`src/rtl/chain_ctrl_pkg.sv`:
```
package chain_ctrl_pkg;

    typedef enum logic [1:0] {
        ST_IDLE  = 2'd0,
        ST_WLOAD = 2'd1,
        ST_ILOAD = 2'd2,
        ST_DONE  = 2'd3
    } ctrl_state_t;

endpackage

```
`src/rtl/chain_fill_counter.sv`:
```
module chain_fill_counter #(
    parameter int CNT_W = 4
) (
    input  logic             clk,
    input  logic             rst_n,
    input  logic             clear,
    input  logic             step,
    input  logic [CNT_W-1:0] last_idx,
    output logic [CNT_W-1:0] idx,
    output logic             at_last
);

    assign at_last = (idx == last_idx);

    always_ff @(posedge clk or negedge rst_n) begin
        if (!rst_n) begin
            idx <= '0;
        end else if (clear) begin
            idx <= '0;
        end else if (step) begin
            idx <= at_last ? '0 : idx + 1'b1;
        end
    end

    // The index never runs past the limit it is stepping towards
    assert_idx_bound_R8: assert property (@(posedge clk) disable iff (!rst_n)
        (step && !clear && !at_last) |=> (idx != '0));

endmodule

```
`src/rtl/chain_dep_tracker.sv`:
```
module chain_dep_tracker #(
    parameter int ID_W = 4
) (
    input  logic            clk,
    input  logic            rst_n,
    input  logic            capture,
    input  logic [ID_W-1:0] src_id,
    input  logic [ID_W-1:0] dst_id,
    output logic            chain_hit
);

    logic [ID_W-1:0] prev_dst;
    logic            prev_vld;

    // a hit needs a remembered producer whose output ID matches
    assign chain_hit = prev_vld && (src_id == prev_dst);

    // every accepted layer becomes the new producer
    always_ff @(posedge clk or negedge rst_n) begin
        if (!rst_n) begin
            prev_dst <= '0;
            prev_vld <= 1'b0;
        end else if (capture) begin
            prev_dst <= dst_id;
            prev_vld <= 1'b1;
        end
    end

    assert_remember_dst_R10: assert property (@(posedge clk) disable iff (!rst_n)
        capture |=> (prev_vld && prev_dst == $past(dst_id)));

endmodule

```
`src/rtl/chain_buf_ctrl.sv`:
```
module chain_buf_ctrl
    import chain_ctrl_pkg::*;
#(
    parameter int ID_W       = 4,
    parameter int DATA_W     = 16,
    parameter int WBUF_DEPTH = 8,
    parameter int IBUF_DEPTH = 12,
    localparam int WA_W      = $clog2(WBUF_DEPTH),
    localparam int IA_W      = $clog2(IBUF_DEPTH)
) (
    input  logic              clk,
    input  logic              rst_n,
    input  logic              desc_valid,
    output logic              desc_ready,
    input  logic [ID_W-1:0]   desc_src_id,
    input  logic [ID_W-1:0]   desc_dst_id,
    input  logic              desc_wkeep,
    input  logic [DATA_W-1:0] wsrc_data,
    input  logic [DATA_W-1:0] isrc_data,
    input  logic [DATA_W-1:0] res_data,
    output logic              wbuf_we,
    output logic [WA_W-1:0]   wbuf_waddr,
    output logic [DATA_W-1:0] wbuf_wdata,
    output logic              ibuf_we,
    output logic [IA_W-1:0]   ibuf_waddr,
    output logic [DATA_W-1:0] ibuf_wdata,
    output logic              ibuf_sel,
    output logic              layer_done
);

    localparam int MAX_DEPTH = (WBUF_DEPTH > IBUF_DEPTH) ? WBUF_DEPTH : IBUF_DEPTH;
    localparam int CNT_W     = $clog2(MAX_DEPTH);
    localparam logic [CNT_W-1:0] W_LAST  = CNT_W'(WBUF_DEPTH - 1);
    localparam logic [CNT_W-1:0] I_LAST  = CNT_W'(IBUF_DEPTH - 1);
    localparam logic [IA_W-1:0]  IA_LAST = IA_W'(IBUF_DEPTH - 1);

    ctrl_state_t       state_q, state_d;
    logic              accept;
    logic              chain_hit;
    logic              chain_q;
    logic              wkeep_q;
    logic              cnt_step;
    logic [CNT_W-1:0]  cnt_idx;
    logic [CNT_W-1:0]  cnt_last;
    logic              cnt_at_last;

    assign accept = desc_valid && desc_ready;

    chain_dep_tracker #(.ID_W(ID_W)) u_dep (
        .clk       (clk),
        .rst_n     (rst_n),
        .capture   (accept),
        .src_id    (desc_src_id),
        .dst_id    (desc_dst_id),
        .chain_hit (chain_hit)
    );

    assign cnt_last = (state_q == ST_WLOAD) ? W_LAST : I_LAST;
    assign cnt_step = wbuf_we || ibuf_we;

    chain_fill_counter #(.CNT_W(CNT_W)) u_cnt (
        .clk      (clk),
        .rst_n    (rst_n),
        .clear    (accept),
        .step     (cnt_step),
        .last_idx (cnt_last),
        .idx      (cnt_idx),
        .at_last  (cnt_at_last)
    );

    // State register plus per-layer decision latches
    always_ff @(posedge clk or negedge rst_n) begin
        if (!rst_n) begin
            state_q <= ST_IDLE;
            chain_q <= 1'b0;
            wkeep_q <= 1'b0;
        end else begin
            state_q <= state_d;
            if (accept) begin
                chain_q <= chain_hit;
                wkeep_q <= desc_wkeep;
            end
        end
    end

    // Transitions
    always_comb begin
        state_d = state_q;
        unique case (state_q)
            ST_IDLE: begin
                if (accept) state_d = desc_wkeep ? ST_ILOAD : ST_WLOAD;
            end
            ST_WLOAD: begin
                if (cnt_at_last) state_d = ST_ILOAD;
            end
            ST_ILOAD: begin
                if (cnt_at_last) state_d = ST_DONE;
            end
            ST_DONE: begin
                state_d = ST_IDLE;
            end
            default: state_d = ST_IDLE;
        endcase
    end

    // Outputs
    always_comb begin
        desc_ready = 1'b0;
        wbuf_we    = 1'b0;
        ibuf_we    = 1'b0;
        ibuf_sel   = 1'b0;
        layer_done = 1'b0;
        unique case (state_q)
            ST_IDLE:  desc_ready = 1'b1;
            ST_WLOAD: wbuf_we    = 1'b1;
            ST_ILOAD: begin
                ibuf_we  = 1'b1;
                ibuf_sel = chain_q;
            end
            ST_DONE:  layer_done = 1'b1;
            default:  desc_ready = 1'b0;
        endcase
    end

    assign wbuf_waddr = cnt_idx[WA_W-1:0];
    assign ibuf_waddr = cnt_idx[IA_W-1:0];
    assign wbuf_wdata = wsrc_data;
    assign ibuf_wdata = ibuf_sel ? res_data : isrc_data;

    assert_ready_idle_R1: assert property (@(posedge clk) disable iff (!rst_n)
        desc_ready |-> (!wbuf_we && !ibuf_we && !layer_done));

    assert_single_port_R8: assert property (@(posedge clk) disable iff (!rst_n)
        !(wbuf_we && ibuf_we));

    assert_iaddr_step_R8: assert property (@(posedge clk) disable iff (!rst_n)
        (ibuf_we && ibuf_waddr != IA_LAST) |=>
            (ibuf_we && ibuf_waddr == IA_W'($past(ibuf_waddr) + 1'b1)));

    assert_sel_steady_R4: assert property (@(posedge clk) disable iff (!rst_n)
        (ibuf_we && $past(ibuf_we)) |-> $stable(ibuf_sel));

    assert_reload_start_R6: assert property (@(posedge clk) disable iff (!rst_n)
        (accept && !desc_wkeep) |=> (wbuf_we && wbuf_waddr == '0));

    assert_hold_skip_R7: assert property (@(posedge clk) disable iff (!rst_n)
        (accept && desc_wkeep) |=> (ibuf_we && !wbuf_we && ibuf_waddr == '0));

    assert_done_after_last_R9: assert property (@(posedge clk) disable iff (!rst_n)
        (ibuf_we && ibuf_waddr == IA_LAST) |=> layer_done);

    assert_done_pulse_R9: assert property (@(posedge clk) disable iff (!rst_n)
        layer_done |=> !layer_done);

endmodule

```
`config.mk`:
```
export PLATFORM = sky130hd
export DESIGN_NAME = chain_buf_ctrl
export DESIGN_NICKNAME = d
export VERILOG_FILES = /design/src/rtl/chain_ctrl_pkg.sv /design/src/rtl/chain_fill_counter.sv /design/src/rtl/chain_dep_tracker.sv /design/src/rtl/chain_buf_ctrl.sv
export SDC_FILE = /design/constraint.sdc
export NUM_CORES = 1
export LEC_CHECK = 0
export ABC_AREA = 0
export BUFFER_PORTS_ARGS = -buffer_cell sky130_fd_sc_hd__buf_2
export CELL_PAD_IN_SITES_DETAIL_PLACEMENT = 1
export CELL_PAD_IN_SITES_GLOBAL_PLACEMENT = 1
export CORE_MARGIN = 1
export CORE_UTILIZATION = 24
export CTS_BUF_LIST = sky130_fd_sc_hd__clkbuf_4 sky130_fd_sc_hd__clkbuf_8
export DETAILED_ROUTE_END_ITERATION = 10
export GPL_TIMING_DRIVEN = 0
export PLACE_DENSITY = 0.89
export SYNTH_ARGS = -nofsm -noshare
export SYNTH_HDL_FRONTEND = slang
export SYNTH_SLANG_ARGS = --single-unit
```
`constraint.sdc`:
```
create_clock -name clk -period 1.95 [get_ports clk]
set_input_delay 0.195 -clock clk [delete_from_list [all_inputs] [get_ports clk]]
set_output_delay 0.195 -clock clk [all_outputs]
set_load 0.005 [all_outputs]
```
==> results of run 1 <==
==> final timing paths <==
check	depth (start not counted)	end	slack [ps]	from
worst max-delay path	6	ibuf_wdata[13]	100	state_q[0]
worst min-delay path	2	u_cnt.idx[1]	170	desc_valid
worst max register to register	5	state_q[1]	310	state_q[0]
worst min register to register	1	u_dep.prev_vld	470	u_dep.prev_vld
max in group asynchronous	2	u_dep.prev_dst[3]	1350	rst_n
min in group asynchronous	2	u_dep.prev_dst[1]	380	rst_n
==> per-layer routing <==
| layer | share of wire, % | GRT usage (%) | wire (um) | vias to the layer above |
|---|---|---|---|---|
| li1 | - | - | - | 515 |
| met1 | 36 | 13.3 | 1090 | 497 |
| met2 | 58 | 24.0 | 1750 | 38 |
| met3 | 5.4 | 3.55 | 163 | 0 |
| met4 | 0 | 1.60 | 0 | 0 |
| met5 | 0 | 0 | 0 | - |
==> cell usage in the layout (no fill, tap or decap), types with 2 or more instances in the layout <==
cell	instances
nand2_1	5
buf_2	87
mux2i_1	5
buf_4	22
dfrtp_1	12
nand4b_1	2
clkbuf_8	3
a21boi_0	2
mux2_2	20
xnor2_1	4
inv_1	7
ha_1	5
==> cell usage after synthesis, drive strengths merged <==
cell and n:
nand4bb 1, mux2 20, nor2b 1, buf 20, nand4 1, ha 6, o21ai 1, a2111oi 1
dfrtp 12, o31a 1, o311a 1, inv 8, or2 1, nand2 6, nand2b 1, mux2i 5
nand4b 2, a21boi 2, a21oi 1, nand3 2, a32oi 1, xnor2 4, a211o 1
==> worst register-to-register path: stages, from the launching register on <==
cell and delay, ps:
dfrtp_1 390, buf_4 140, ha_1 270, nand4bb_1 260, a32oi_2 290, mux2i_1 220
==> sequential cells by signal (all words and copies together) (netlist names) <==
signal,flops
u_dep.prev_vld,1
chain_q,1
u_dep.prev_dst,4
u_cnt.idx,4
state_q,2
==> cell families after synthesis <==
kind of cell	share of synthesized area [%]
AO/OA/AOI/OAI	7.50
XOR/XNOR	3.39
adder cells (fa/ha/maj)	7.25
buffers and inverters	17.2
flip-flops	29.0
multiplexers	26.6
AND/OR/NAND/NOR	9.07
==> report_power, final <==
group	leakage (nW)	internal [W]	total, W	switching [W]
combinational	0.723	0.000559	0.000994	0.000436
sequential	0.144	0.000362	0.000475	0.000113
clock	0.0216	0.000136	0.000224	0.0000878
==> repair_timing <==
item	4_1_cts	5_1_grt
hold endpoints to repair	12	0
buffers inserted	1	2
pin swaps	1	0
gates resized for setup	4	0
hold buffers	1	0
setup endpoints to repair	9	3
==> cell type report <==
type | instances | area (um2) | area share (%)
Inverter | 8 | 30.0 | 1.85
Timing Repair Buffer | 91 | 468 | 28.9
Sequential cell | 12 | 300 | 18.5
Multi-Input combinational cell | 59 | 564 | 34.8
Tap cell | 50 | 62.6 | 3.86
Buffer | 20 | 154 | 9.50
Clock buffer | 3 | 41.3 | 2.55
==> metrics by stage <==
stage | worst slack, ps | util, % | area, um2 | power [W]
6_report | 97.8 | 39.9 | 1620 | 0.00169
5_1_grt | 7.66 | 39.9 | 1620 | 0.00186
4_1_cts | 59.0 | 39.6 | 1610 | 0.00170
3_5_place_dp | 12.5 | 37.8 | 1530 | 0.00143
3_3_place_gp | 54.1 | 37.8 | 1530 | 0.00139
2_1_floorplan | 355 | - | 1030 | 0.00110
==> impl_metrics.csv, run 1 <==
group,metric,value,unit
layout,syn_to_final_growth,56.6,%
clocking,clock_latency,240,ps
layout,final_cells,243,
clocking,clk_pin_slew,50,ps
global_route,first_global_vias,937,
floorplanning,num_rows,23,
setup_path,critical_path.slowest_cell,"dfrtp_1",
worst_hold_path,hold_path_class,"input port to flop",
clocking,cts.htree.levels,1,
detailed_routing,drc,0,
sta,setup_viol,0,
clocking,clock_path_buffers,2,
power_and_ir_drop,p_per_area,1040,nW/um2
sta,period_share,95.0,%
setup_path,worstPathArrival,1660,ps
detailed_routing,drt_pass1_iterations,3,
layout,diodes,0,
global_route,grt_antenna_before_repair,0,
setup_path,critPathRequiredTime,1750,ps
sta,finalHoldViolCount,0,
setup_path,cpPeakStageDelay,390,ps
sta,slew_headroom,71.8,%
detailed_routing,drt-wirelength-per-cell,12.3,um
clocking,clock-sinks,12,
yosys,synth_area_leaders,"dfrtp_1 29%, mux2_2 22%, buf_4 14%",
yosys,yosysTopAreaCell,"dfrtp_1",
setup_path,critical_path.cell_chain,"inv_1, ha_2, nand2_4, buf_6, mux2_2, buf_2",
yosys,yosysSeqAreaShare,29.0,%
setup_path,cp-start-kind,"flop",
floorplanning,start_util,25.5,%
placed_design,placed_cells,236,
global_route,grt_max_degree,13,
floorplanning,ios,104,
sta,skew,0.584,ps
yosys,netlist_area,1030,um2
detailed_routing,viasPerCell,4.32,
sta,hold_ws,166,ps
clocking,cts_tree,"yes",
yosys,avgSynthCellArea,10.5,um2
sta,maxSlewViolCount,0,
yosys,postSynthCellCount,99,
flow_run,drv_cap,0,
status,status,"finished, final reports clean",
layout,drive_above_1_share,71.5,%
yosys,ys_seq_elements,12,
yosys,synth-warning-count,0,
layout,fin_nets,261,
detailed_routing,final_antenna_net_count,0,
clocking,cts_root_buf,"clkbuf_8",
placed_design,gp_congestion,0.724,
global_route,grt_pass1_wl,4200,um
setup_path,cp-end-kind,"output pin",
setup_path,critPathKind,"flop to output pin",
power_and_ir_drop,p_leak,0.889,nW
setup_path,critPathTopFamily,"buffers and inverters",
floorplanning,die_y,67.7,um
sta,rsz0062_at_grt,"false",
placed_design,io_buffers,87,
floorplanning,fp.dieW,67.7,um
detailed_routing,drtIter0Drc,40,
power_and_ir_drop,vdd_drop_max,0.000673,V
setup_path,critPathMaxFanout,10,
setup_path,path_buf_inv,3,
sta,max_freq,540,MHz
yosys,yosysUniqueCellTypes,27,
sta,fin_crit,1850,ps
clocking,cts_buffers,3,
floorplanning,core_region_area,4060,um2
global_route,grt_use_total,12.4,%
detailed_routing,vias,1050,
global_route,grt_overflow,0,
sta,tns,0,ps
sta,tightestPinTransition,413,ps
yosys,yosysTopAreaCellShare,29.0,%
floorplanning,die-area,4580,um2
layout,fillers,513,
placed_design,dp_hpwl,2490,um
detailed_routing,drt-total-wl,3000,um
yosys,synthesis.nets,165,
Note: power is estimated with default switching activity, not from simulation.
==> run 2, diff against run 1 <==
--- a/config.mk
+++ b/config.mk
@@ -6,7 +6,7 @@
 export NUM_CORES = 1
 export LEC_CHECK = 0
 export ABC_AREA = 0
-export BUFFER_PORTS_ARGS = -buffer_cell sky130_fd_sc_hd__buf_2
+export BUFFER_PORTS_ARGS = -buffer_cell sky130_fd_sc_hd__buf_4
 export CELL_PAD_IN_SITES_DETAIL_PLACEMENT = 1
 export CELL_PAD_IN_SITES_GLOBAL_PLACEMENT = 1
 export CORE_MARGIN = 1
==> constraint.sdc (replaced) <==
create_clock -name clk -period 2 [get_ports clk]
set_input_delay 0.2 -clock clk [delete_from_list [all_inputs] [get_ports clk]]
set_output_delay 0.2 -clock clk [all_outputs]
set_load 0.005 [all_outputs]
==> run 2 against run 1 <==
Against the previous run:
- first-iteration DRC count down 78%
- count of clock-buffer cells in the layout unchanged
- global-route usage up 1.6 points
- largest power group unchanged
- wire length up 8.3%
==> impl_metrics.csv, run 2 (synthesis gave the netlist of run 1 again) <==
group,metric,value,unit
detailed_routing,drt-total-wl,3250,um
floorplanning,die_y,67.7,um
global_route,grt_overflow,0,
setup_path,path_buf_inv,3,
layout,mostFrequentLayoutCells,"107 x buf_4, 20 x mux2_2, 12 x dfrtp_1, 7 x inv_1",
power_and_ir_drop,vdd_drop_max,0.000441,V
floorplanning,fp.dieW,67.7,um
floorplanning,num_rows,23,
floorplanning,ios,104,
global_route,grt_antenna_before_repair,0,
power_and_ir_drop,p_per_area,959,nW/um2
placed_design,gp_congestion,0.695,
layout,drive_above_1_share,71.2,%
setup_path,critPathKind,"flop to output pin",
setup_path,cp-end-kind,"output pin",
placed_design,dp_hpwl,2750,um
setup_path,critPathTopFamily,"buffers and inverters",
layout,fin_nets,259,
sta,fin_crit,1870,ps
layout,multi_input_area,564,um2
global_route,first_global_vias,1018,
detailed_routing,viasPerCell,4.37,
clocking,cts.htree.levels,1,
global_route,grt_max_degree,13,
layout,register_area,300,um2
layout,final_util,44.9,%
sta,maxSlewViolCount,0,
sta,slew_headroom,70.4,%
layout,fillers,484,
layout,diodes,0,
floorplanning,die-area,4580,um2
setup_path,critical_path.slowest_cell,"dfrtp_1",
clocking,cts_buffers,3,
sta,rsz0062_at_grt,"false",
power_and_ir_drop,p_leak,0.949,nW
sta,setup_viol,0,
power_and_ir_drop,power,0.00175,W
global_route,grt_use_total,14.0,%
clocking,cts_tree,"yes",
detailed_routing,drc,0,
sta,period_share,93.7,%
layout,syn_to_final_growth,76.2,%
global_route,grt_pass1_wl,4630,um
floorplanning,core_region_area,4060,um2
detailed_routing,drt_pass1_iterations,3,
clocking,clock-sinks,12,
worst_hold_path,hold_path_class,"input port to flop",
clocking,cts_root_buf,"clkbuf_8",
sta,skew,5.83,ps
detailed_routing,drtIter0Drc,9,
layout,final_common_cell,"buf_4",
clocking,clk_pin_slew,50,ps
sta,tightestPinTransition,433,ps
detailed_routing,vias,1054,
setup_path,critPathRequiredTime,1800,ps
status,status,"finished, final reports clean",
layout,reg_top3,"u_cnt.idx: 4 flops, u_dep.prev_dst: 4 flops, state_q: 2 flops",
clocking,clock_path_buffers,2,
detailed_routing,drt-wirelength-per-cell,13.5,um
flow_run,drv_cap,0,
detailed_routing,final_antenna_net_count,0,
setup_path,cp-start-kind,"flop",
sta,max_freq,534,MHz
floorplanning,start_util,25.5,%
setup_path,worstPathArrival,1670,ps
placed_design,placed_cell_area,1750,um2
placed_design,io_buffers,87,
sta,finalHoldViolCount,0,
sta,tns,0,ps
layout,stdcell_area,1820,um2
setup_path,cpPeakStageDelay,370,ps
clocking,clock_latency,240,ps
setup_path,critical_path.cell_chain,"inv_1, ha_2, nand2_4, buf_6, mux2_2, buf_4",
setup_path,critPathMaxFanout,10,
-- run 2: changes by cell type in the layout (fill, tap and decap cells not counted), sizes merged --
cell and change:
buf -2
-- run 2: layout make-up --
class	count	share of cell area (%)
multi-input combinational	59	31.0
tap	50	3.43
sequential	12	16.5
clock buffer	3	2.26
buffer	20	8.44
inverter	8	1.65
timing repair buffer	89	36.8
-- run 2: what timing repair did --
item | 4_1_cts | 5_1_grt
resized for setup | 4 | 0
endpoints found under the hold margin | 12 | 0
buffers inserted | 0 | 1
endpoints found under the setup margin | 9 | 9
hold buffers | 1 | 0
pin swaps | 0 | 0
-- run 2: path summary, 6_finish.rpt --
| check | cells after the start | endpoint | start | slack (ps) |
|---|---|---|---|---|
| worst max-delay path | 6 | ibuf_wdata[13] | state_q[0] | 130 |
| worst min-delay path | 2 | u_cnt.idx[1] | desc_valid | 160 |
| worst max register to register | 5 | state_q[0] | state_q[0] | 320 |
| worst min register to register | 1 | u_dep.prev_vld | u_dep.prev_vld | 470 |
| max in group asynchronous | 2 | chain_q | rst_n | 1480 |
| min in group asynchronous | 2 | u_cnt.idx[3] | rst_n | 350 |
-- run 2: metrics by stage --
stage	cells	hold WS, ps	setup slack, ps
3_5_place_dp	236	56.5	81.3
2_1_floorplan	99	-95.6	400
3_3_place_gp	236	53.7	96.5
6_report	241	161	126
4_1_cts	240	157	36.5
5_1_grt	241	165	23.3
-- run 2: per-layer routing --
metal | share of wire (%) | track usage [%] | vias up
met4 | 1.4 | 4.52 | 0
met1 | 33 | 14.0 | 498
li1 | - | - | 508
met3 | 6.3 | 3.38 | 7
met2 | 59 | 27.6 | 41
met5 | 0 | 0 | -
-- run 2: worst register-to-register path: cells and delay by family (launching register included) --
family	cells	cell delay, ps
multiplexers	1	210
flip-flops	1	370
AO/OA/AOI/OAI	1	310
AND/OR/NAND/NOR	1	290
adder cells (fa/ha/maj)	1	290
buffers and inverters	1	140
-- run 2: power breakdown --
group | internal (W) | leakage, nW | switching [W]
clock | 0.000132 | 0.0216 | 0.0000840
sequential | 0.000353 | 0.144 | 0.000109
combinational | 0.000636 | 0.783 | 0.000435
